--- config.mk ---
export PLATFORM = sky130hd
export DESIGN_NAME = pc_sequencer
export DESIGN_NICKNAME = d
export VERILOG_FILES = /design/src/rtl/pcseq_pkg.sv /design/src/rtl/pcseq_arbiter.sv /design/src/rtl/pcseq_stack.sv /design/src/rtl/pcseq_nextpc.sv /design/src/rtl/pc_sequencer.sv
export SDC_FILE = /design/constraint.sdc
export NUM_CORES = 1
export LEC_CHECK = 0
export ABC_CLOCK_PERIOD_IN_PS = 4490
export BUFFER_PORTS_ARGS = -buffer_cell sky130_fd_sc_hd__buf_2
export CAP_MARGIN = 20
export CORE_ASPECT_RATIO = 1.5
export CORE_MARGIN = 2
export CORE_UTILIZATION = 54
export CTS_CLUSTER_DIAMETER = 60
export DETAILED_ROUTE_END_ITERATION = 12
export PLACE_DENSITY = 0.73
export SLEW_MARGIN = 20
export SYNTH_ARGS = -nofsm -noshare
export SYNTH_HDL_FRONTEND = slang
export SYNTH_SLANG_ARGS = --single-unit
--- constraint.sdc ---
create_clock -name clk -period 4.49 [get_ports clk]
set_clock_uncertainty 0.2 [all_clocks]
set_input_delay 0.898 -clock clk [delete_from_list [all_inputs] [get_ports clk]]
set_output_delay 0.898 -clock clk [all_outputs]
set_load 0.005 [all_outputs]
--- src/rtl/pcseq_pkg.sv ---
// Package pcseq_pkg
// Shared types for the program counter sequencer: the operation chosen for a
// cycle after priority resolution. Assumes one operation per clock.
package pcseq_pkg;

    typedef enum logic [2:0] {
        OP_HOLD   = 3'd0,
        OP_STEP   = 3'd1,
        OP_JUMP   = 3'd2,
        OP_CALL   = 3'd3,
        OP_RETURN = 3'd4,
        OP_INTR   = 3'd5
    } pc_op_e;

endpackage

--- src/rtl/pcseq_arbiter.sv ---
// Module pcseq_arbiter
// Collapses the request strobes into a single operation by fixed priority:
// interrupt, return (either kind), call, jump, step, else hold.
// Assumes strobes are sampled levels; reset priority is handled by the owner.
module pcseq_arbiter
    import pcseq_pkg::*;
(
    input  logic   clk,
    input  logic   rst_n,
    input  logic   step_en,
    input  logic   jump_req,
    input  logic   call_req,
    input  logic   ret_req,
    input  logic   reti_req,
    input  logic   intr_req,
    output pc_op_e op
);

    // Priority encoder: the first request found in priority order wins.
    always_comb begin
        if (intr_req)                op = OP_INTR;
        else if (ret_req || reti_req) op = OP_RETURN;
        else if (call_req)           op = OP_CALL;
        else if (jump_req)           op = OP_JUMP;
        else if (step_en)            op = OP_STEP;
        else                         op = OP_HOLD;
    end

    AST_INTR_FIRST: assert property (@(posedge clk) disable iff (!rst_n)
        intr_req |-> op == OP_INTR);
    AST_RETURN_BEATS_CALL: assert property (@(posedge clk) disable iff (!rst_n)
        (!intr_req && (ret_req || reti_req)) |-> op == OP_RETURN);

endmodule

--- src/rtl/pcseq_stack.sv ---
// Module pcseq_stack
// Return-address LIFO of DEPTH entries with sticky overflow and underflow
// flags. A push when full is dropped; a pop when empty leaves the depth at 0.
// Assumes push and pop are never high together (the arbiter guarantees it).
module pcseq_stack #(
    parameter int AW    = 16,
    parameter int DEPTH = 8
) (
    input  logic          clk,
    input  logic          rst_n,
    input  logic          push,
    input  logic [AW-1:0] push_data,
    input  logic          pop,
    output logic [AW-1:0] top,
    output logic          empty,
    output logic          full,
    output logic          overflow,
    output logic          underflow
);

    localparam int CW = $clog2(DEPTH + 1);
    localparam int IW = (DEPTH > 1) ? $clog2(DEPTH) : 1;
    localparam logic [CW-1:0] CNT_MAX = CW'(DEPTH);

    logic [AW-1:0] mem [DEPTH];
    logic [CW-1:0] cnt;
    logic [IW-1:0] wr_idx;
    logic [IW-1:0] rd_idx;

    // Index decode: write at the current depth, read one below it.
    always_comb begin
        wr_idx = IW'(cnt);
        rd_idx = IW'(cnt - CW'(1));
        empty  = (cnt == '0);
        full   = (cnt == CNT_MAX);
        top    = mem[rd_idx];
    end

    // Storage write; entries are left untouched on a dropped push.
    always_ff @(posedge clk) begin
        if (push && !full) mem[wr_idx] <= push_data;
    end

    // Depth counter and sticky error flags.
    always_ff @(posedge clk) begin
        if (!rst_n) begin
            cnt       <= '0;
            overflow  <= 1'b0;
            underflow <= 1'b0;
        end else begin
            if (push) begin
                if (full) overflow <= 1'b1;
                else      cnt      <= cnt + CW'(1);
            end else if (pop) begin
                if (empty) underflow <= 1'b1;
                else       cnt       <= cnt - CW'(1);
            end
        end
    end

    AST_NO_OVERFLOW: assert property (@(posedge clk) disable iff (!rst_n)
        cnt <= CNT_MAX);
    AST_FULL_PUSH_HOLDS_DEPTH: assert property (@(posedge clk) disable iff (!rst_n)
        (push && full) |=> full && overflow);
    AST_OVF_STICKY: assert property (@(posedge clk) disable iff (!rst_n)
        overflow |=> overflow);
    AST_UNF_STICKY: assert property (@(posedge clk) disable iff (!rst_n)
        underflow |=> underflow);

endmodule

--- src/rtl/pcseq_nextpc.sv ---
// Module pcseq_nextpc
// Computes the next program counter and the stack command for the selected
// operation. Purely combinational; assumes stk_top is valid when not empty.
module pcseq_nextpc
    import pcseq_pkg::*;
#(
    parameter int AW = 16
) (
    input  pc_op_e        op,
    input  logic [AW-1:0] pc_cur,
    input  logic [AW-1:0] target_addr,
    input  logic [AW-1:0] intr_vector,
    input  logic [AW-1:0] stk_top,
    input  logic          stk_empty,
    output logic [AW-1:0] pc_next,
    output logic          push,
    output logic [AW-1:0] push_data,
    output logic          pop
);

    logic [AW-1:0] pc_inc;

    // Sequential successor, wrapping at the top of the address space.
    always_comb pc_inc = pc_cur + AW'(1);

    // Source select for the next address and the matching stack action.
    always_comb begin
        pc_next   = pc_cur;
        push      = 1'b0;
        push_data = pc_inc;
        pop       = 1'b0;
        unique case (op)
            OP_STEP:   pc_next = pc_inc;
            OP_JUMP:   pc_next = target_addr;
            OP_CALL: begin
                push      = 1'b1;
                push_data = pc_inc;
                pc_next   = target_addr;
            end
            OP_INTR: begin
                push      = 1'b1;
                push_data = pc_cur;
                pc_next   = intr_vector;
            end
            OP_RETURN: begin
                pop     = 1'b1;
                pc_next = stk_empty ? pc_cur : stk_top;
            end
            default:   pc_next = pc_cur;
        endcase
    end

endmodule

--- src/rtl/pc_sequencer.sv ---
// Module pc_sequencer
// Top of the program counter sequencer: priority arbiter, next-address
// logic, return stack and the PC register. Assumes synchronous active-low
// reset and request strobes that are valid levels at each rising edge.
module pc_sequencer
    import pcseq_pkg::*;
#(
    parameter int            AW        = 16,
    parameter int            DEPTH     = 8,
    parameter logic [AW-1:0] RESET_VEC = 16'h0100
) (
    input  logic          clk,
    input  logic          rst_n,
    input  logic          step_en,
    input  logic          jump_req,
    input  logic          call_req,
    input  logic          ret_req,
    input  logic          reti_req,
    input  logic          intr_req,
    input  logic [AW-1:0] target_addr,
    input  logic [AW-1:0] intr_vector,
    output logic [AW-1:0] pc,
    output logic          stack_overflow,
    output logic          stack_underflow
);

    pc_op_e        op;
    logic [AW-1:0] pc_next;
    logic          push;
    logic [AW-1:0] push_data;
    logic          pop;
    logic [AW-1:0] stk_top;
    logic          stk_empty;
    logic          stk_full;

    pcseq_arbiter u_arb (
        .clk      (clk),
        .rst_n    (rst_n),
        .step_en  (step_en),
        .jump_req (jump_req),
        .call_req (call_req),
        .ret_req  (ret_req),
        .reti_req (reti_req),
        .intr_req (intr_req),
        .op       (op)
    );

    pcseq_nextpc #(.AW(AW)) u_next (
        .op          (op),
        .pc_cur      (pc),
        .target_addr (target_addr),
        .intr_vector (intr_vector),
        .stk_top     (stk_top),
        .stk_empty   (stk_empty),
        .pc_next     (pc_next),
        .push        (push),
        .push_data   (push_data),
        .pop         (pop)
    );

    pcseq_stack #(.AW(AW), .DEPTH(DEPTH)) u_stk (
        .clk       (clk),
        .rst_n     (rst_n),
        .push      (push),
        .push_data (push_data),
        .pop       (pop),
        .top       (stk_top),
        .empty     (stk_empty),
        .full      (stk_full),
        .overflow  (stack_overflow),
        .underflow (stack_underflow)
    );

    // Program counter register; reset outranks every request.
    always_ff @(posedge clk) begin
        if (!rst_n) pc <= RESET_VEC;
        else        pc <= pc_next;
    end

    AST_RESET_VEC: assert property (@(posedge clk) disable iff (!rst_n)
        $past(!rst_n) |-> (pc == RESET_VEC && !stack_overflow && !stack_underflow));
    AST_STEP_INC: assert property (@(posedge clk) disable iff (!rst_n)
        op == OP_STEP |=> pc == AW'($past(pc) + AW'(1)));
    AST_JUMP_LOAD: assert property (@(posedge clk) disable iff (!rst_n)
        op == OP_JUMP |=> pc == $past(target_addr));
    AST_INTR_LOAD: assert property (@(posedge clk) disable iff (!rst_n)
        op == OP_INTR |=> pc == $past(intr_vector));
    AST_UNDERFLOW_HOLD: assert property (@(posedge clk) disable iff (!rst_n)
        (op == OP_RETURN && stk_empty) |=> ($stable(pc) && stack_underflow));
    AST_CALL_FULL_STILL_JUMPS: assert property (@(posedge clk) disable iff (!rst_n)
        (op == OP_CALL && stk_full) |=> pc == $past(target_addr));

endmodule

==> results of run 1 <==
kinds of logic (layout without fill, tap and decap cells):
group,after synthesis,in the layout
flip-flops,150,150
multiplexers,39,39
AND/OR/NAND/NOR,140,140
AO/OA/AOI/OAI,77,77
adder cells (fa/ha/maj),3,3
XOR/XNOR,20,20
buffers and inverters,36,107
how the worst max path moves through the flow:
stage / start / to / slack (ps) / cells past startpoint
finish: u_stk.cnt[1]$_SDFFE_PN0P_ / pc[11]$_SDFFE_PN0P_ / 1160 / 7
global route: u_stk.cnt[1]$_SDFFE_PN0P_ / pc[11]$_SDFFE_PN0P_ / 950 / 7
CTS: u_stk.cnt[1]$_SDFFE_PN0P_ / pc[11]$_SDFFE_PN0P_ / 1130 / 7
detailed placement: u_stk.cnt[1]$_SDFFE_PN0P_ / pc[11]$_SDFFE_PN0P_ / 1130 / 7
global placement: intr_req / pc[15]$_SDFFE_PN0P_ / 1170 / 6
floorplan: u_stk.cnt[0]$_SDFFE_PN0P_ / u_stk.mem[0][0]$_DFFE_PP_ / 960 / 7
worst max-delay path, delay by kind of cell, from the launching register on:
kind	cells	cell delay (ps)
compound gates	1	280
simple gates	1	80
flops	1	490
mux	2	900
buf+inv	1	120
fa+ha+maj	1	320
xor+xnor	1	790
routing by layer:
metal  vias up  share of wire  track usage
li1       1962              -            -
met1      2282           0.36        0.338
met2       240           0.50        0.454
met3        67          0.080       0.0572
met4         0          0.056        0.166
met5         -              0            0
layout by cell type, fill, tap and decap left out, types with 5 or more instances in the layout:
cell type,instances
a211oi_1,8
a21oi_1,11
and3_1,6
buf_2,57
buf_4,11
clkbuf_16,17
clkinvlp_4,5
dfxtp_1,21
edfxtp_1,128
inv_1,7
inv_6,5
mux2i_1,6
mux4_2,30
nand2_1,37
nand3_1,20
nand4_1,8
nor2_1,28
nor3_1,9
nor4_1,9
o21ai_0,10
o22ai_1,9
xnor2_1,8
xor2_1,11
final cells by class:
class,count,area share
Clock buffer,17,0.0552
Clock inverter,15,0.0154
Tap cell,156,0.0253
Inverter,7,0.00341
Sequential cell,150,0.556
Timing Repair Buffer,68,0.0477
Multi-Input combinational cell,279,0.297
power groups by stage:
| stage | clock, µW | combinational [µW] | sequential, µW |
|---|---|---|---|
| 3_5_place_dp | 0 | 1840 | 2120 |
| 2_1_floorplan | 0 | 1410 | 2030 |
| 6_report | 1310 | 1840 | 2100 |
| 4_1_cts | 1320 | 1850 | 2100 |
| 3_3_place_gp | 0 | 1810 | 2110 |
| 5_1_grt | 1370 | 1980 | 2130 |
state kept, by name, summed over array words and instances, names as in the netlist:
register / count
u_stk.overflow: 1
u_stk.underflow: 1
u_stk.cnt: 4
u_stk.mem: 128
pc: 16
stage by stage:
| step | cells | setup slack [ps] | cell area, µm² | power (µW) |
|---|---|---|---|---|
| final | 692 | 1160 | 7710 | 5250 |
| after global routing | 692 | 948 | 7710 | 5480 |
| after global placement | 660 | 1170 | 7170 | 3920 |
| after floorplan | 465 | 959 | 6760 | 3440 |
| after CTS | 692 | 1130 | 7710 | 5270 |
| after detailed placement | 660 | 1130 | 7170 | 3960 |
==> out/metrics.yaml, run 1 <==
area_growth_pct: 14.1
synth.distinct_cells: 64
holdPathEnd: "u_stk.underflow$_SDFFE_PN0P_"
cp_slowest_cell: "xor2_4"
whs_path_depth: 2
pwr_density_cell_mw_per_mm2: 681
p_leak_uw: 0.00266
wl_mm: 17.7
multi_input_area_mm2: 0.00229
critPathRequiredTime_ps: 4570
setup_tns_ps: 0
synth.area.mux_share: 0.114
antenna_found_initial: 0
min_period_ps: 3330
synth_cells: 465
slew_headroom: 0.368
crit_path_max_incr_delay_ps: 790
grt_pass1_wl_mm: 26.6
dieArea_mm2: 0.0134
rsz0062_at_grt: "no"
die_w_um: 95.3
reg2regPathDepth: 7
r2r_end: "pc[11]$_SDFFE_PN0P_"
hpwl_mm: 11.3
drc: 0
io_buffer_count: 57
cts-root-buf: "clkbuf_16"
die_y_um: 141
critPathLaunchType: "register"
via_per_inst: 6.58
cts_buffer_depth: 2
hp-class: "register to register"
max_cap_violations: 0
min_from: "u_stk.underflow$_SDFFE_PN0P_"
synth_area_mm2: 0.00676
netSwitchingPower_uw: 1860
numCtsBuffers: 17
ctsHoldBuffers: 0
synth_compound_area_frac: 0.0843
synth-seq-cells: 150
yosys_warnings: 0
synthAdderAreaFrac: 0.00556
holdWs_ps: 268
seqCellArea_mm2: 0.00429
drt_iter0_drc: 440
synth_top_area_share: 0.569
setup_violations: 0
initial_core_util: 0.548
synth_top_cell_by_area: "edfxtp_1"
path_class: "register to register"
worstPathArrival_ps: 3410
gr-total-overflow: 0
maxSlewViolCount: 0
drt-pass1-iter-count: 7
p_int_uw: 3390
synthArstFlopShare: 0
reg2reg_slack_ps: 1160
synth_edf_count: 128
final_util: 0.626
drive_above_1_share: 0.272
timing.rr.start: "u_stk.cnt[1]$_SDFFE_PN0P_"
status: "complete, no violations"
nNetsFinal: 566
switching_share: 0.354
ant_nets: 0
gp_congestion: 1.03
synth_top_family_by_area: "multiplexers"
ctsResizeCount: 0
grt_pass1_vias: 4601
synth-main-ff-cell: "edfxtp_1"
synth_area_leaders: "edfxtp_1 (57%), mux4_2 (10%), dfxtp_1 (6.5%)"
coreArea_mm2: 0.0123
worstPathCellList: "inv_1 -> ha_1 -> xor2_4 -> mux4_2 -> mux2_2 -> a211oi_2 -> nor4_2"
worst_pin_slew_ps: 946
finalHoldViolCount: 0
synth_most_common_cell: "edfxtp_1"
clk_pin_slew_worst_paths_ps: 70
fp-row-count: 50
clock_latency_ps: 420
wire_per_inst_um: 25.5
cts_tree: "built"
yosysSeqAreaShare: 0.634
synth.avg_cell_area_um2: 14.5
syn-num-nets: 508
critPathMaxFanout: 23
grtUsageTotal: 0.278
clockPowerShare: 0.249
p_comb_frac: 0.350
h-tree-depth: 4
n_antenna_cell: 0
finalCritPeriodShare: 0.741
seq_power_share: 0.401
critPathCaptureType: "register"
cts_setup_buffers: 0
max_freq_mhz: 300
fillers: 914
ir_drop_mv: 0.319
synth-xor-area-share: 0.0287
cts_sinks: 150
grt_max_degree: 36
dr_total_vias: 4551
yosys.area_share.simple: 0.105
ios: 58
ys_top_cells_by_count: "edfxtp_1 (128), nand2_1 (37), mux4_2 (30), nor2_1 (28), dfxtp_1 (22)"
(Power assumes the default switching activity.)
==> run 2: changes to the inputs <==
- ABC_AREA: not set -> 1
- ABC_CLOCK_PERIOD_IN_PS: 4490 -> 3250
- clock period: 4.49 -> 3.25 ns (I/O delays scaled with it)
==> run 2 against run 1 <==
Net effect:
- combinational power rose by 39%
- non-clock buffer count rose by 16
- sequential power is 30% higher
- synthesized cell count up 65%
- setup slack got worse by 580 ps
- register-to-register slack lost 580 ps
- critical endpoint is now pc[3]$_SDFFE_PN0P_
- power rose by 38%
- utilization is 1.2 points higher
- global-route usage shrank 0.60 points
==> out/metrics.yaml, run 2 <==
clk_pin_slew_worst_paths_ps: 60  # about the same
dieArea_mm2: 0.0141  # +4.7%
max_cap_violations: 0  # unchanged
area_growth_pct: 16.1
seq_power_share: 0.377  # -0.024
ctsResizeCount: 0  # unchanged
worst_pin_slew_ps: 948  # +1.84 ps
synth_most_common_cell: "nand2_1"
critPathRequiredTime_ps: 3380  # -1190 ps
grt_pass1_wl_mm: 29.2  # +9.8%
antenna_found_initial: 0  # unchanged
drive_above_1_share: 0.156  # -0.117
crit_path_max_incr_delay_ps: 500  # -290 ps
initial_core_util: 0.550  # +0.00148
p_leak_uw: 0.00330  # +24%
hp-class: "register to register"
die_w_um: 97.5  # +2.3%
cts_buffer_depth: 2  # unchanged
clock_latency_ps: 420  # about the same
p_int_uw: 4530  # +34%
via_per_inst: 5.69  # -13%
max_freq_mhz: 375  # +25%
ctsHoldBuffers: 0  # unchanged
h-tree-depth: 4  # unchanged
largest_reg_flops: 128  # unchanged
critPathLaunchType: "register"
mostFrequentLayoutCells: "nand2_1 (177), edfxtp_1 (128), nor2_1 (115)"
synth_area_leaders: "edfxtp_1 (54%), nand2_1 (9.4%), dfxtp_1 (6.2%)"
netSwitchingPower_uw: 2720  # +47%
synth_area_mm2: 0.00708  # +4.9%
critPathCaptureType: "register"
setup_violations: 0  # unchanged
grt_max_degree: 78  # +120%
drt-pass1-iter-count: 5  # -2
wl_mm: 18.5  # +4.9%
wire_per_inst_um: 18.4  # -28%
ant_nets: 0  # unchanged
setup_tns_ps: 0  # unchanged
largestRegisters: "u_stk.mem: 128 flops, pc: 16 flops, u_stk.cnt: 4 flops"
drc: 0  # unchanged
drt_iter0_drc: 475  # +8.0%
min_period_ps: 2660  # -664 ps
io_buffer_count: 57  # unchanged
hpwl_mm: 12.1  # +7.5%
synth.distinct_cells: 33  # -48%
finalCritPeriodShare: 0.820  # +0.0785
largest_register: "u_stk.mem"
gp_congestion: 0.947  # -8.4%
synth_top_cell_by_area: "edfxtp_1"
cts-root-buf: "clkbuf_16"
synthArstFlopShare: 0  # unchanged
ir_drop_mv: 0.546  # +71%
synth_top_area_share: 0.543  # -0.0264
coreArea_mm2: 0.0129  # +4.6%
yosys_warnings: 0  # unchanged
worstPathArrival_ps: 2800  # -610 ps
yosysSeqAreaShare: 0.605  # -0.0295
die_y_um: 144  # +2.3%
p_comb_frac: 0.353  # +0.003
grtUsageTotal: 0.272  # -0.00596
worstPathCellList: "inv_1 -> ha_1 -> inv_2 -> o21ai_0 -> o211ai_1 -> nand2_1 -> nand2_1 -> nand2_1 -> a21oi_1"
pwr_density_cell_mw_per_mm2: 882  # +30%
numCtsBuffers: 17  # unchanged
critPathMaxFanout: 36  # +57%
n_antenna_cell: 0  # unchanged
cts_setup_buffers: 0  # unchanged
cts_sinks: 150  # unchanged
nNetsFinal: 878  # +55%
synth-seq-cells: 150  # unchanged
grt_pass1_vias: 5594  # +22%
synth_cells: 767  # +65%
cts_tree: "built"
syn-num-nets: 810  # +59%
synth_edf_count: 128  # unchanged
layout_commonest_cell: "nand2_1"
path_class: "register to register"
maxSlewViolCount: 0  # unchanged
dr_total_vias: 5730  # +26%
cp_slowest_cell: "inv_2"
synth-main-ff-cell: "edfxtp_1"
ios: 58  # unchanged
final_util: 0.638  # +0.0124
gr-total-overflow: 0  # unchanged
status: "complete, no violations"
crit_top_cell: "nand2_1"
synth.avg_cell_area_um2: 9.24  # -36%
switching_share: 0.375  # +0.0214
ys_top_cells_by_count: "nand2_1 (177), edfxtp_1 (128), nor2_1 (115), nand3_1 (73), inv_1 (64)"
slew_headroom: 0.365  # -0.00317
rsz0062_at_grt: "no"
clockPowerShare: 0.270  # +0.021
finalHoldViolCount: 0  # unchanged
fp-row-count: 51  # +2.0%
reg2reg_slack_ps: 590  # -580 ps
-- run 2: per-stage QoR --
stage	setup slack, ps	hold slack [ps]	area (µm²)	total power (µW)	std cells
global route	399	269	8220	7640	1007
floorplan	177	247	7090	4380	767
global placement	438	235	7630	5190	975
finish	585	253	8220	7260	1007
CTS	615	256	8220	7250	1007
detailed placement	345	247	7630	5270	975
-- run 2: power by group through the flow --
| stage | Sequential (µW) | Clock (µW) | Combinational, µW |
|---|---|---|---|
| finish | 2730 | 1960 | 2560 |
| global route | 2760 | 2060 | 2820 |
| CTS | 2730 | 1980 | 2540 |
| detailed placement | 2760 | 0 | 2510 |
| global placement | 2750 | 0 | 2440 |
| floorplan | 2710 | 0 | 1670 |
-- run 2: critical path: cells and delay by family, from the launching register on --
| kind | cells | cell delay, ps |
|---|---|---|
| AOI/OAI and AO/OA | 3 | 590 |
| adders and majority gates | 1 | 330 |
| and+or+nand+nor | 3 | 290 |
| DFF | 1 | 490 |
| buffers and inverters | 2 | 660 |
-- run 2: cell families (layout without fill, tap and decap cells) --
group,after synthesis,in the layout,synth area share
flip-flops,150,150,0.605
adder cells (fa/ha/maj),3,3,0.00530
buffers and inverters,104,185,0.0602
AO/OA/AOI/OAI,112,112,0.0878
XOR/XNOR,10,10,0.0145
AND/OR/NAND/NOR,388,388,0.227
-- run 2: worst paths after layout --
kind	endpoint	depth (start not counted)	from
max	pc[3]$_SDFFE_PN0P_	9	u_stk.cnt[1]$_SDFFE_PN0P_
min	u_stk.overflow$_SDFFE_PN0P_	2	u_stk.overflow$_SDFFE_PN0P_
max reg2reg	pc[3]$_SDFFE_PN0P_	9	u_stk.cnt[1]$_SDFFE_PN0P_
min reg2reg	u_stk.overflow$_SDFFE_PN0P_	2	u_stk.overflow$_SDFFE_PN0P_
-- run 2: metal layers --
layer | vias up | GRT usage | part of all wire
met5 | - | 0 | 0
met4 | 0 | 0.132 | 0.044
met3 | 63 | 0.0512 | 0.070
met2 | 265 | 0.480 | 0.52
met1 | 2676 | 0.322 | 0.37
li1 | 2726 | - | -
-- run 2: cell type report --
class	instances	area, µm²
clock buffers	20	437
inverters	69	259
fillers	1086	4670
well taps	159	199
repair buffers	84	488
clock inverters	12	153
flip-flops and latches	150	4290
multi-input cells	513	2400
==> run 3: changes to the inputs <==
- ABC_AREA: 1 -> 0
- ABC_CLOCK_PERIOD_IN_PS: 3250 -> 2400
- PLACE_DENSITY: 0.73 -> 0.76
- clock period: 3.25 -> 2.4 ns (I/O delays scaled with it)
==> run 3 against run 2 <==
Net effect:
- the run now ends with negative setup slack left
- global-route usage is 1.1 points higher
- critical path type unchanged
- highest routed layer unchanged
- largest power group is now combinational logic
- first-iteration DRC count is 1.1% higher
- setup slack worse by 620 ps
==> out/metrics.yaml, run 3 (synthesis results as in run 1) <==
status: "finished, violations left"
violations: "negative setup slack"
grt.busiest_layer: "met2"
max_cap_violations: 0  # unchanged
p_leak_uw: 0.00308  # -6.8%
coreArea_mm2: 0.0123  # -4.4%
antenna_found_initial: 0  # unchanged
critPathMaxFanout: 6  # -83%
ant_nets: 0  # unchanged
place_ws_ps: -91.7  # -437 ps
drc: 0  # unchanged
largest_reg_flops: 128  # unchanged
die_y_um: 141  # -2.3%
dr_total_vias: 4894  # -15%
path_class: "register to register"
fp-row-count: 50  # -2.0%
clock_latency_ps: 420  # about the same
met3_usage: 0.0454  # -0.00580
seq_power_share: 0.354  # -0.023
critPathRequiredTime_ps: 2500  # -880 ps
finalNonFillerCells: 766  # -24%
die_w_um: 95.3  # -2.3%
crit_path_max_incr_delay_ps: 490  # about the same
initial_core_util: 0.548  # -0.00148
switching_share: 0.337  # -0.0381
cp_slowest_cell: "mux4_2"
grt_pass1_vias: 4848  # -13%
placed_cells: 729  # -25%
mostFrequentLayoutCells: "edfxtp_1 (128), buf_4 (80), buf_2 (57)"
ios: 58  # unchanged
worstPathArrival_ps: 2530  # -270 ps
placed_area_mm2: 0.00775  # +1.5%
finalCritPeriodShare: 1.02  # +0.196
setup_violations: 1  # +1
grtUsageTotal: 0.284  # +0.0114
h-tree-depth: 4  # unchanged
area_growth_pct: 24.7
finalHoldViolCount: 0  # unchanged
via_per_inst: 6.39  # +12%
clockPowerShare: 0.235  # -0.035
grt_pass1_wl_mm: 27.4  # -6.1%
critPathCaptureType: "register"
slew_headroom: 0.415  # +0.0501
p_comb_frac: 0.411  # +0.058
pwr_density_cell_mw_per_mm2: 1280  # +45%
path_buf_inv: 2  # unchanged
drive_above_1_share: 0.380  # +0.225
drt-pass1-iter-count: 5  # unchanged
wire_per_inst_um: 23.6  # +28%
crit_family: "multiplexers"
largestRegisters: "u_stk.mem: 128 flops, pc: 16 flops, u_stk.cnt: 4 flops"
numCtsBuffers: 17  # unchanged
io_buffer_count: 57  # unchanged
hp-class: "primary input to register"
rsz0062_at_grt: "yes"
clk_pin_slew_worst_paths_ps: 60  # about the same
wl_mm: 18.0  # -2.6%
gp_congestion: 0.989  # +4.4%
worst_pin_slew_ps: 872  # -76.6 ps
grtUsageMet2: 0.454  # -0.0265
netSwitchingPower_uw: 3630  # +34%
dieArea_mm2: 0.0134  # -4.5%
grtUsageMet1: 0.363  # +0.0411
ir_drop_mv: 0.835  # +53%
grt_max_degree: 36  # -54%
nNetsFinal: 640  # -27%
largest_register: "u_stk.mem"
n_antenna_cell: 0  # unchanged
drt_iter0_drc: 480  # +1.1%
max_freq_mhz: 410  # +9.3%
gr-total-overflow: 0  # unchanged
worstPathCellList: "inv_6 -> ha_4 -> xor2_4 -> buf_4 -> mux4_2 -> mux2_2 -> a211oi_4 -> nor4_2"
p_int_uw: 7140  # +58%
fin_area_mm2: 0.00842  # +2.4%
critPathLaunchType: "register"
worst_slack_ps: -37.5  # -623 ps
hpwl_mm: 12.7  # +5.1%
min_period_ps: 2440  # -227 ps
cts-root-buf: "clkbuf_16"
maxSlewViolCount: 0  # unchanged
cts_tree: "built"
cts_buffer_depth: 2  # unchanged
cts_sinks: 150  # unchanged
layout_commonest_cell: "edfxtp_1"
run 3: cell type report:
class                      instances  area (µm²)
clock inverter                    15         144
multi-input combinational        279        2370
sequential                       150        4290
tap                              156         195
timing repair buffer             142         971
inverter                           7        31.3
clock buffer                      17         425
fill                             812        3900
run 3: path summary, 6_finish.rpt:
check / slack (ps) / depth (start not counted) / to / start
worst max register to register: -40 / 8 / pc[11]$_SDFFE_PN0P_ / u_stk.cnt[0]$_SDFFE_PN0P_
worst min-delay path: 170 / 3 / pc[14]$_SDFFE_PN0P_ / target_addr[14]
worst min register to register: 280 / 2 / u_stk.underflow$_SDFFE_PN0P_ / u_stk.underflow$_SDFFE_PN0P_
worst max-delay path: -40 / 8 / pc[11]$_SDFFE_PN0P_ / u_stk.cnt[0]$_SDFFE_PN0P_
run 3: worst min-delay path: stages:
cell and delay, ps:
buf_2 80, a222oi_1 80, o21ai_1 120
run 3: timing repair:
item | 4_1_cts | 5_1_grt
gates resized for setup | 4 | 9
setup endpoints to repair | 4 | 53
pin swaps | 2 | 1
buffers inserted | 2 | 4
hold buffers | 0 | 0
run 3: routing by layer:
metal / vias up / wire, µm
met4: 0 / 976
met5: - / 0
li1: 2113 / -
met1: 2411 / 6610
met2: 309 / 9090
met3: 61 / 1370
run 3: through the flow:
stage / total power [µW] / TNS (ps) / hold slack, ps / utilization
6_report: 10800 / -37.5 / 172 / 0.683
2_1_floorplan: 6640 / -8670 / 265 / -
4_1_cts: 10700 / -58.2 / 167 / 0.677
3_3_place_gp: 7850 / 0 / 250 / 0.629
3_5_place_dp: 7990 / -112 / 264 / 0.629
5_1_grt: 11300 / -278 / 199 / 0.683
run 3: power by group through the flow:
stage / registers [µW] / logic, µW / clock network [µW]
3_5_place_dp: 3850 / 4140 / 0
4_1_cts: 3800 / 4300 / 2550
3_3_place_gp: 3810 / 4030 / 0
6_report: 3820 / 4430 / 2530
5_1_grt: 3840 / 4740 / 2670
2_1_floorplan: 3800 / 2840 / 0
